--- config.mk ---
export PLATFORM = sky130hd
export DESIGN_NAME = lin_brk_unit
export DESIGN_NICKNAME = d
export VERILOG_FILES = /design/src/rtl/lin_brk_pkg.sv /design/src/rtl/lin_brk_sync.sv /design/src/rtl/lin_brk_det.sv /design/src/rtl/lin_brk_gen.sv /design/src/rtl/lin_brk_unit.sv
export SDC_FILE = /design/constraint.sdc
export NUM_CORES = 1
export LEC_CHECK = 0
export CAP_MARGIN = 20
export CORE_ASPECT_RATIO = 1.1
export CORE_UTILIZATION = 25
export DETAILED_ROUTE_END_ITERATION = 6
export PLACE_DENSITY = 0.46
export SETUP_SLACK_MARGIN = 0.2
export SLEW_MARGIN = 20
export SYNTH_ARGS = -nofsm -noshare
export SYNTH_HDL_FRONTEND = slang
export SYNTH_SLANG_ARGS = --single-unit
export TNS_END_PERCENT = 1
--- constraint.sdc ---
create_clock -name clk -period 4.7 [get_ports clk]
set_input_delay 1.175 -clock clk [delete_from_list [all_inputs] [get_ports clk]]
set_output_delay 1.175 -clock clk [all_outputs]
set_load 0.03 [all_outputs]
--- src/rtl/lin_brk_pkg.sv ---
package lin_brk_pkg;

  localparam int unsigned BIT_W = 4;
  typedef logic [BIT_W-1:0] bitcnt_t;

  typedef enum logic [1:0] {
    G_IDLE = 2'd0,
    G_LOW  = 2'd1,
    G_TAIL = 2'd2
  } gen_state_e;

  // bit times of low needed before a break is reported
  function automatic bitcnt_t det_bits(input logic filt, input logic m9);
    if (filt) return m9 ? bitcnt_t'(12) : bitcnt_t'(11);
    else      return m9 ? bitcnt_t'(11) : bitcnt_t'(10);
  endfunction

  // bit times of low driven for a generated break
  function automatic bitcnt_t gen_bits(input logic ext, input logic m9);
    if (ext) return m9 ? bitcnt_t'(14) : bitcnt_t'(13);
    else     return m9 ? bitcnt_t'(11) : bitcnt_t'(10);
  endfunction

endpackage

--- src/rtl/lin_brk_sync.sv ---
module lin_brk_sync #(
  parameter int unsigned STAGES = 2
) (
  input  logic clk,
  input  logic rst_n,
  input  logic d_i,
  output logic q_o
);
  logic [STAGES-1:0] stg_q;

  genvar gi;
  generate
    for (gi = 0; gi < STAGES; gi++) begin : g_stage
      if (gi == 0) begin : g_first
        always_ff @(posedge clk or negedge rst_n) begin
          if (!rst_n) stg_q[gi] <= 1'b1;
          else        stg_q[gi] <= d_i;
        end
      end else begin : g_next
        always_ff @(posedge clk or negedge rst_n) begin
          if (!rst_n) stg_q[gi] <= 1'b1;
          else        stg_q[gi] <= stg_q[gi-1];
        end
      end
    end
  endgenerate

  assign q_o = stg_q[STAGES-1];
endmodule

--- src/rtl/lin_brk_det.sv ---
module lin_brk_det
  import lin_brk_pkg::*;
#(
  parameter int unsigned OVS = 16
) (
  input  logic    clk,
  input  logic    rst_n,
  input  logic    tick,
  input  logic    rx_s,
  input  bitcnt_t thr,
  input  logic    clr,
  output logic    det
);
  localparam int unsigned SUB_W = (OVS > 1) ? $clog2(OVS) : 1;
  localparam logic [SUB_W-1:0] SUB_LAST = SUB_W'(OVS - 1);

  logic [SUB_W-1:0] sub_q, sub_d;
  bitcnt_t          bits_q, bits_d;
  logic             armed_q, armed_d;
  logic             det_q, det_d;
  logic             set;

  always_comb begin
    sub_d   = sub_q;
    bits_d  = bits_q;
    armed_d = armed_q;
    set     = 1'b0;
    if (tick) begin
      if (rx_s) begin
        sub_d   = '0;
        bits_d  = '0;
        armed_d = 1'b1;
      end else if (armed_q) begin
        if (sub_q == SUB_LAST) begin
          sub_d = '0;
          if (bits_q == bitcnt_t'(thr - 1'b1)) begin
            set     = 1'b1;
            armed_d = 1'b0;
            bits_d  = '0;
          end else begin
            bits_d = bits_q + 1'b1;
          end
        end else begin
          sub_d = sub_q + 1'b1;
        end
      end
    end
    det_d = set | (det_q & ~clr);
  end

  always_ff @(posedge clk or negedge rst_n) begin
    if (!rst_n) begin
      sub_q   <= '0;
      bits_q  <= '0;
      armed_q <= 1'b1;
      det_q   <= 1'b0;
    end else begin
      sub_q   <= sub_d;
      bits_q  <= bits_d;
      armed_q <= armed_d;
      det_q   <= det_d;
    end
  end

  assign det = det_q;

  assert_set_on_low_R3: assert property (@(posedge clk) disable iff (!rst_n)
    set |-> (tick && !rx_s));
  assert_sticky_flag_R6: assert property (@(posedge clk) disable iff (!rst_n)
    (det_q && !clr) |=> det_q);
  assert_no_rereport_R7: assert property (@(posedge clk) disable iff (!rst_n)
    !armed_q |-> !set);
  assert_high_rearms_R5: assert property (@(posedge clk) disable iff (!rst_n)
    (tick && rx_s) |=> (armed_q && bits_q == '0));
endmodule

--- src/rtl/lin_brk_gen.sv ---
module lin_brk_gen
  import lin_brk_pkg::*;
#(
  parameter int unsigned OVS = 16
) (
  input  logic    clk,
  input  logic    rst_n,
  input  logic    tick,
  input  logic    req,
  input  bitcnt_t len,
  output logic    tx,
  output logic    busy
);
  localparam int unsigned SUB_W = (OVS > 1) ? $clog2(OVS) : 1;
  localparam logic [SUB_W-1:0] SUB_LAST = SUB_W'(OVS - 1);

  gen_state_e       st_q, st_d;
  logic [SUB_W-1:0] sub_q, sub_d;
  bitcnt_t          bits_q, bits_d;
  bitcnt_t          len_q, len_d;

  always_comb begin
    st_d   = st_q;
    sub_d  = sub_q;
    bits_d = bits_q;
    len_d  = len_q;
    unique case (st_q)
      G_IDLE: begin
        if (req) begin
          st_d   = G_LOW;
          sub_d  = '0;
          bits_d = '0;
          len_d  = len;
        end
      end
      G_LOW: begin
        if (tick) begin
          if (sub_q == SUB_LAST) begin
            sub_d = '0;
            if (bits_q == bitcnt_t'(len_q - 1'b1)) begin
              st_d   = G_TAIL;
              bits_d = '0;
            end else begin
              bits_d = bits_q + 1'b1;
            end
          end else begin
            sub_d = sub_q + 1'b1;
          end
        end
      end
      G_TAIL: begin
        if (tick) begin
          if (sub_q == SUB_LAST) begin
            sub_d = '0;
            st_d  = G_IDLE;
          end else begin
            sub_d = sub_q + 1'b1;
          end
        end
      end
      default: st_d = G_IDLE;
    endcase
  end

  always_ff @(posedge clk or negedge rst_n) begin
    if (!rst_n) begin
      st_q   <= G_IDLE;
      sub_q  <= '0;
      bits_q <= '0;
      len_q  <= '0;
    end else begin
      st_q   <= st_d;
      sub_q  <= sub_d;
      bits_q <= bits_d;
      len_q  <= len_d;
    end
  end

  assign tx   = (st_q != G_LOW);
  assign busy = (st_q != G_IDLE);

  assert_low_only_busy_R8: assert property (@(posedge clk) disable iff (!rst_n)
    !tx |-> busy);
  assert_req_ignored_R10: assert property (@(posedge clk) disable iff (!rst_n)
    (busy && req && !tick) |=> ($stable(st_q) && $stable(len_q)));
  assert_tail_high_R9: assert property (@(posedge clk) disable iff (!rst_n)
    $fell(busy) |-> ($past(tx) && tx));
endmodule

--- src/rtl/lin_brk_unit.sv ---
module lin_brk_unit
  import lin_brk_pkg::*;
#(
  parameter int unsigned OVS         = 16,
  parameter int unsigned SYNC_STAGES = 2
) (
  input  logic clk,
  input  logic rst_n,
  input  logic os_tick,
  input  logic rx_i,
  output logic tx_o,
  input  logic filt_en,
  input  logic xbrk_en,
  input  logic len9,
  input  logic brk_req,
  input  logic brk_clr,
  output logic brk_det,
  output logic busy
);
  logic    rx_s;
  bitcnt_t det_thr;
  bitcnt_t gen_len;

  assign det_thr = det_bits(filt_en, len9);
  assign gen_len = gen_bits(xbrk_en, len9);

  lin_brk_sync #(.STAGES(SYNC_STAGES)) u_sync (
    .clk   (clk),
    .rst_n (rst_n),
    .d_i   (rx_i),
    .q_o   (rx_s)
  );

  lin_brk_det #(.OVS(OVS)) u_det (
    .clk   (clk),
    .rst_n (rst_n),
    .tick  (os_tick),
    .rx_s  (rx_s),
    .thr   (det_thr),
    .clr   (brk_clr),
    .det   (brk_det)
  );

  lin_brk_gen #(.OVS(OVS)) u_gen (
    .clk   (clk),
    .rst_n (rst_n),
    .tick  (os_tick),
    .req   (brk_req),
    .len   (gen_len),
    .tx    (tx_o),
    .busy  (busy)
  );

  assert_idle_recessive_R1: assert property (@(posedge clk) disable iff (!rst_n)
    !busy |-> tx_o);
  assert_clear_wins_R6: assert property (@(posedge clk) disable iff (!rst_n)
    (brk_clr && !os_tick) |=> !brk_det);
endmodule

Word-level counts from Yosys, hierarchy flattened
Index checks and enable logic that the tools add are counted.
- output and inout port bits: 3
- logic and storage cells: 82
- input bits: 9
- register bits: 26
- reduce and logical (&&, ||, !) cells: 13
- equal/unequal tests: 14
- add/subtract/negate cells: 6
- bitwise operators: 3
- multiplexer cells: 36
- operators by type and width (kind ; number):
    4-bit 2-to-1 mux ; 13
    4-bit by 1-bit adder with 4-bit output, second input constant ; 4
    4-bit one-hot mux with 2 select lines ; 2
    2-bit 2-to-1 mux ; 7
    1-bit 2-to-1 mux ; 10
    2-bit by 1-bit inequality test with 1-bit output, second input constant ; 5
    2-bit nonzero test ; 5
    3-bit 2-to-1 mux ; 3
    4-bit == test ; 2
    4-bit == test, second input constant ; 2
    4-bit by 1-bit subtractor with 4-bit output, second input constant ; 2
    2-bit inequality test, second input constant ; 3
    2-bit one-hot mux with 3 select lines ; 1
    3-bit AND reduction ; 2
    6-bit AND reduction ; 1
    2-bit AND reduction ; 2
    4-bit AND reduction ; 1
    2-bit by 1-bit == test with 1-bit output, second input constant ; 1
    2-bit == test, second input constant ; 1
    2-bit logical NOT ; 1
    2-bit OR reduction ; 1
    1-bit bitwise AND ; 1
    1-bit NOT ; 1
    1-bit bitwise OR ; 1

Longest topological paths before layout
- word-level depth: 10
- gate-level depth with buffers: 7
- depth with buffers taken out: 6

Modules after synthesis
Synthesis repeated with hierarchy kept, for this count alone.
- cells, all modules: 190
- area, all modules: 1769.2 um^2
- by module, submodules not included (module ; instances ; area an instance (um^2) ; seq. area each (um^2) ; cells an instance):
    lin_brk_gen ; 1 ; 1007.2 ; 350.3 ; 112
    lin_brk_det ; 1 ; 653.1 ; 251.5 ; 68
    lin_brk_unit ; 1 ; 56.3 ; 0.0 ; 8
    lin_brk_sync ; 1 ; 52.6 ; 52.6 ; 2

Least setup slack after synthesis
OpenSTA, ideal clock, no wires.
- kind: input-to-reg
- start point: in filt_en
- end point: reg u_det.bits_q[3]
- setup time: 118 ps
- path slack: 2412 ps
- required time: 4582 ps
- stages: 6
- path buffers: 0
- arrival: 2170 ps
- path through: inv_1 ha_1 xnor2_1 o31ai_1 o21bai_1 a21o_1
- longest elaborated chain between the ends: 7
- RTL lines (item ; line ; text):
    start, declared ; lin_brk_unit.sv:12 ; input logic filt_en,
    3-bit 2-to-1 mux ; lin_brk_pkg.sv:14 ; if (filt) return m9 ? bitcnt_t'(12) : bitcnt_t'(11);
    4-bit by 1-bit subtractor with 4-bit output ; lin_brk_det.sv:36 ; if (bits_q == bitcnt_t'(thr - 1'b1)) begin
    4-bit == test ; lin_brk_det.sv:36 ;
    4-bit 2-to-1 mux ; lin_brk_det.sv:36 ;
    4-bit 2-to-1 mux ; lin_brk_det.sv:34 ; if (sub_q == SUB_LAST) begin
    4-bit 2-to-1 mux ; lin_brk_det.sv:33 ; end else if (armed_q) begin
    4-bit 2-to-1 mux ; lin_brk_det.sv:29 ; if (rx_s) begin
    end signal, assigned ; lin_brk_det.sv:59 ; bits_q <= bits_d;
    end, declared ; lin_brk_det.sv:18 ; bitcnt_t bits_q, bits_d;
No other way between the ends. The select of a mux whose other input is x is not followed.
A chain may end at the register's enable or synchronous reset.

Worst setup path after layout
- start point: reg u_gen.st_q[1]
- end point: out tx_o
- longest elaborated chain between the ends: 1
- RTL lines (item ; line ; text):
    start, declared ; lin_brk_gen.sv:17 ; gen_state_e st_q, st_d;
    start signal, assigned ; lin_brk_gen.sv:72 ; st_q <= st_d;
    2-bit by 1-bit inequality test with 1-bit output ; lin_brk_gen.sv:79 ; assign tx = (st_q != G_LOW);
    end, declared ; lin_brk_unit.sv:11 ; output logic tx_o,
No other way between the ends.

==> impl_metrics.csv <==
group,metric,value,unit
min_path,hp-class,"flop to flop",
timing,finalMaxSlewViolations,0,
synthesis,synth-main-ff-cell,"dfrtp_1",
routing,vias,1205,
synthesis,yosys.area_share.adder,8.27,%
synthesis,synthSimpleGateAreaFrac,15.4,%
synthesis,synth_edf_count,0,
synthesis,synth-seq-cells,26,
setup_path,crit_arrival,1820,ps
cells_and_area,mostFrequentLayoutCells,"dfrtp_1 (23), nand2_1 (20), inv_1 (17), o21ai_0 (12), clkdlybuf4s50_1 (11)",
cells_and_area,fillers,625,
cells_and_area,insertedDiodeCount,0,
global_routing,antenna_found_initial,0,
floorplanning,die_w,76.2,um
timing,rsz0062_at_grt,"false",
global_routing,grtUsageTotal,9.99,%
timing,tns,0,ps
cells_and_area,syn_to_final_growth,16.9,%
routing,first_pass_iters,4,
routing,detail-route-antenna-nets,0,
timing,setup_slack,1710,ps
setup_path,crit_type,"flop to output port",
clock_network,ctsHtreeMaxLevel,1,
cells_and_area,final_net_count,193,
synthesis,synth-compound-area-share,20.9,%
clock_network,clk_latency,270,ps
placed_design,gp_congestion,0.766,
power,vdd_drop_max,0.000133,V
setup_path,cp_cell_sequence,"inv_1 -> ha_1 -> inv_1 -> clkdlybuf4s50_1",
power,p_per_area,539,mW/mm^2
floorplanning,floorplan.initialDensity,26.1,%
routing,drt_iter0_drc,28,
min_path,min_path_cells,0,
global_routing,grt_pass1_vias,1203,
timing,fin_crit,2990,ps
cells_and_area,final_util,30.5,%
clock_network,cts_resized,0,
synthesis,yosysTopAreaCell,"dfrtp_1",
clock_network,root_buffer,"clkbuf_8",
global_routing,grt_max_degree,27,
synthesis,synthesis.nets,179,
timing,tightest_slew,490,ps
synthesis,synth_cells,160,
synthesis,syn_area,0.00151,sq mm
clock_network,postCtsSetupBuffers,0,
synthesis,synth_top_family_by_area,"compound AO/OA/AOI/OAI gates",
synthesis,ys_types,41,
timing,hold_violations,0,
setup_path,slowest_delay,680,ps
synthesis,yosysTopAreaCellShare,38.0,%
synthesis,yosysWarnings,0,
setup_path,end_kind,"output port",
clock_network,cts_buffer_depth,2,
synthesis,synth_area_leaders,"dfrtp_1 (38%), ha_1 (8.3%), dfstp_2 (5.2%)",
cells_and_area,final_area,0.00177,sq mm
timing,fin_skew,6.04,ps
synthesis,ys_seq_area_share,43.3,%
routing,drc_errors,0,
flow_run,maxCapViolCount,0,
power,fin_total_pwr,0.953,mW
global_routing,gr-usage-met1,11.1,%
routing,vias_per_cell,4.82,
floorplanning,design.die.area,0.00637,sq mm
setup_path,cp_top_family,"buffers and inverters",
clock_network,cts.sinks,26,
routing,wl_per_cell,12.0,um
global_routing,grt_first_pass_wirelength,5160,um
global_routing,use_met3,1.64,%
cells_and_area,drive_gt1_share,6.36,%
synthesis,muxShareOfSynthArea,2.07,%
placed_design,dp.cells,246,
timing,relSlewSlack,67.3,%
timing,layout_worst_path_cycle_share,63.7,%
timing,finalSetupViolCount,0,
cells_and_area,layout.cells.non_filler,250,
run_status,outcome,"finished, final reports clean",
global_routing,use_met2,18.4,%
clock_network,path_clk_slew,90,ps
synthesis,synth-xor-area-share,4.96,%
setup_path,cp_data_required_time,3520,ps
placed_design,io_buffers,11,
clock_network,cts_tree,"built",
placed_design,placed_area,0.00171,sq mm
floorplanning,fp.coreArea,0.00581,sq mm
clock_network,numCtsBuffers,3,
synthesis,avgSynthCellArea,9.45,sq um
global_routing,overflow,0,
power,p_leak,0.800,nW
floorplanning,die_height,83.6,um
routing,drt_wl_total,3010,um
global_routing,busiest_layer,"met2",
timing,fmax,334,MHz
setup_path,slowest_stage,"clkdlybuf4s50_1",
setup_path,path_depth,4,
setup_path,path_buf_inv,3,
setup_path,r2r_cells,6,
placed_design,place_hpwl,2280,um
placed_design,place_ws,1820,ps
setup_path,worstPathMaxFanout,9,
setup_path,startpoint_type,"flop",
timing,holdWs,364,ps
floorplanning,fp-row-count,29,
synthesis,synthArstFlopShare,100,%
floorplanning,ioPinCount,12,
cells_and_area,layout_commonest_cell,"dfrtp_1",
setup_path,cpMostUsedCell,"inv_1",
clock_network,holdBufCountCts,0,
-- worst paths after layout --
check	from	to	slack (ps)
min in group asynchronous	rst_n	u_det.det	1270
worst max-delay path	u_gen.st_q[1]	tx_o	1710
max in group asynchronous	rst_n	u_sync.q_o	3120
worst min register to register	u_sync.stg_q[0]	u_sync.q_o	360
worst min-delay path	u_sync.stg_q[0]	u_sync.q_o	360
worst max register to register	u_gen.len_q[0]	u_gen.bits_q[3]	3000
-- kinds of logic after synthesis --
group / after synthesis
xor gates and xnor gates: 7
buffers and inverters: 20
DFF: 26
adders and majority gates: 10
muxes: 3
AOI/OAI and AO/OA: 47
and+or+nand+nor: 47
-- routing by layer --
layer / up-vias / share of wire, %
met5: - / 0
met4: 0 / 2.3
met3: 6 / 1.6
met2: 10 / 53
met1: 592 / 43
li1: 597 / -
-- sequential cells by signal, indices dropped and copies added, names as in the netlist --
signal,flops
u_det.det,1
u_det.sub_q,4
u_sync.stg_q,1
u_gen.st_q,2
u_det.bits_q,4
u_gen.bits_q,4
u_sync.q_o,1
u_gen.len_q,4
u_det.armed_q,1
u_gen.sub_q,4
-- cell usage after synthesis, types with 2 or more instances --
cell and instances:
o21ai_0 12, a21oi_1 4, dfstp_2 3, o31ai_1 4, buf_2 2, nand2_1 20
o211ai_1 3, nand3_1 5, o21bai_1 2, a22o_1 2, o21a_1 2, xnor2_1 4
a21o_1 4, inv_1 17, o32ai_1 2, xor2_1 2, nand2b_1 5, and3_1 4
ha_1 10, nor2_1 3, dfrtp_1 23, nor3_1 4, o22ai_1 4, mux2i_1 2
-- worst reg2reg max path: stages (launching register included) --
cell	delay, ps
dfrtp_1	410
inv_1	60
ha_1	190
xnor3_1	370
nand3_2	120
o21ai_1	290
o211ai_1	140
-- layout make-up --
cell class | instances | area (sq um) | share of cell area [%]
clock buffers | 4 | 55.1 | 3.11
repair buffers | 12 | 118 | 6.65
inverters | 17 | 63.8 | 3.61
multi-input cells | 114 | 781 | 44.2
flip-flops and latches | 26 | 654 | 37.0
well taps | 77 | 96.3 | 5.45
-- power breakdown --
group          internal (mW)  total, mW  leakage, nW  switching (mW)
Clock                 0.0748      0.144       0.0288          0.0694
Combinational          0.200      0.453        0.444           0.254
Sequential             0.284      0.355        0.328          0.0710
Total                  0.559      0.953        0.800           0.394
Power figures use the tool's default switching activity.
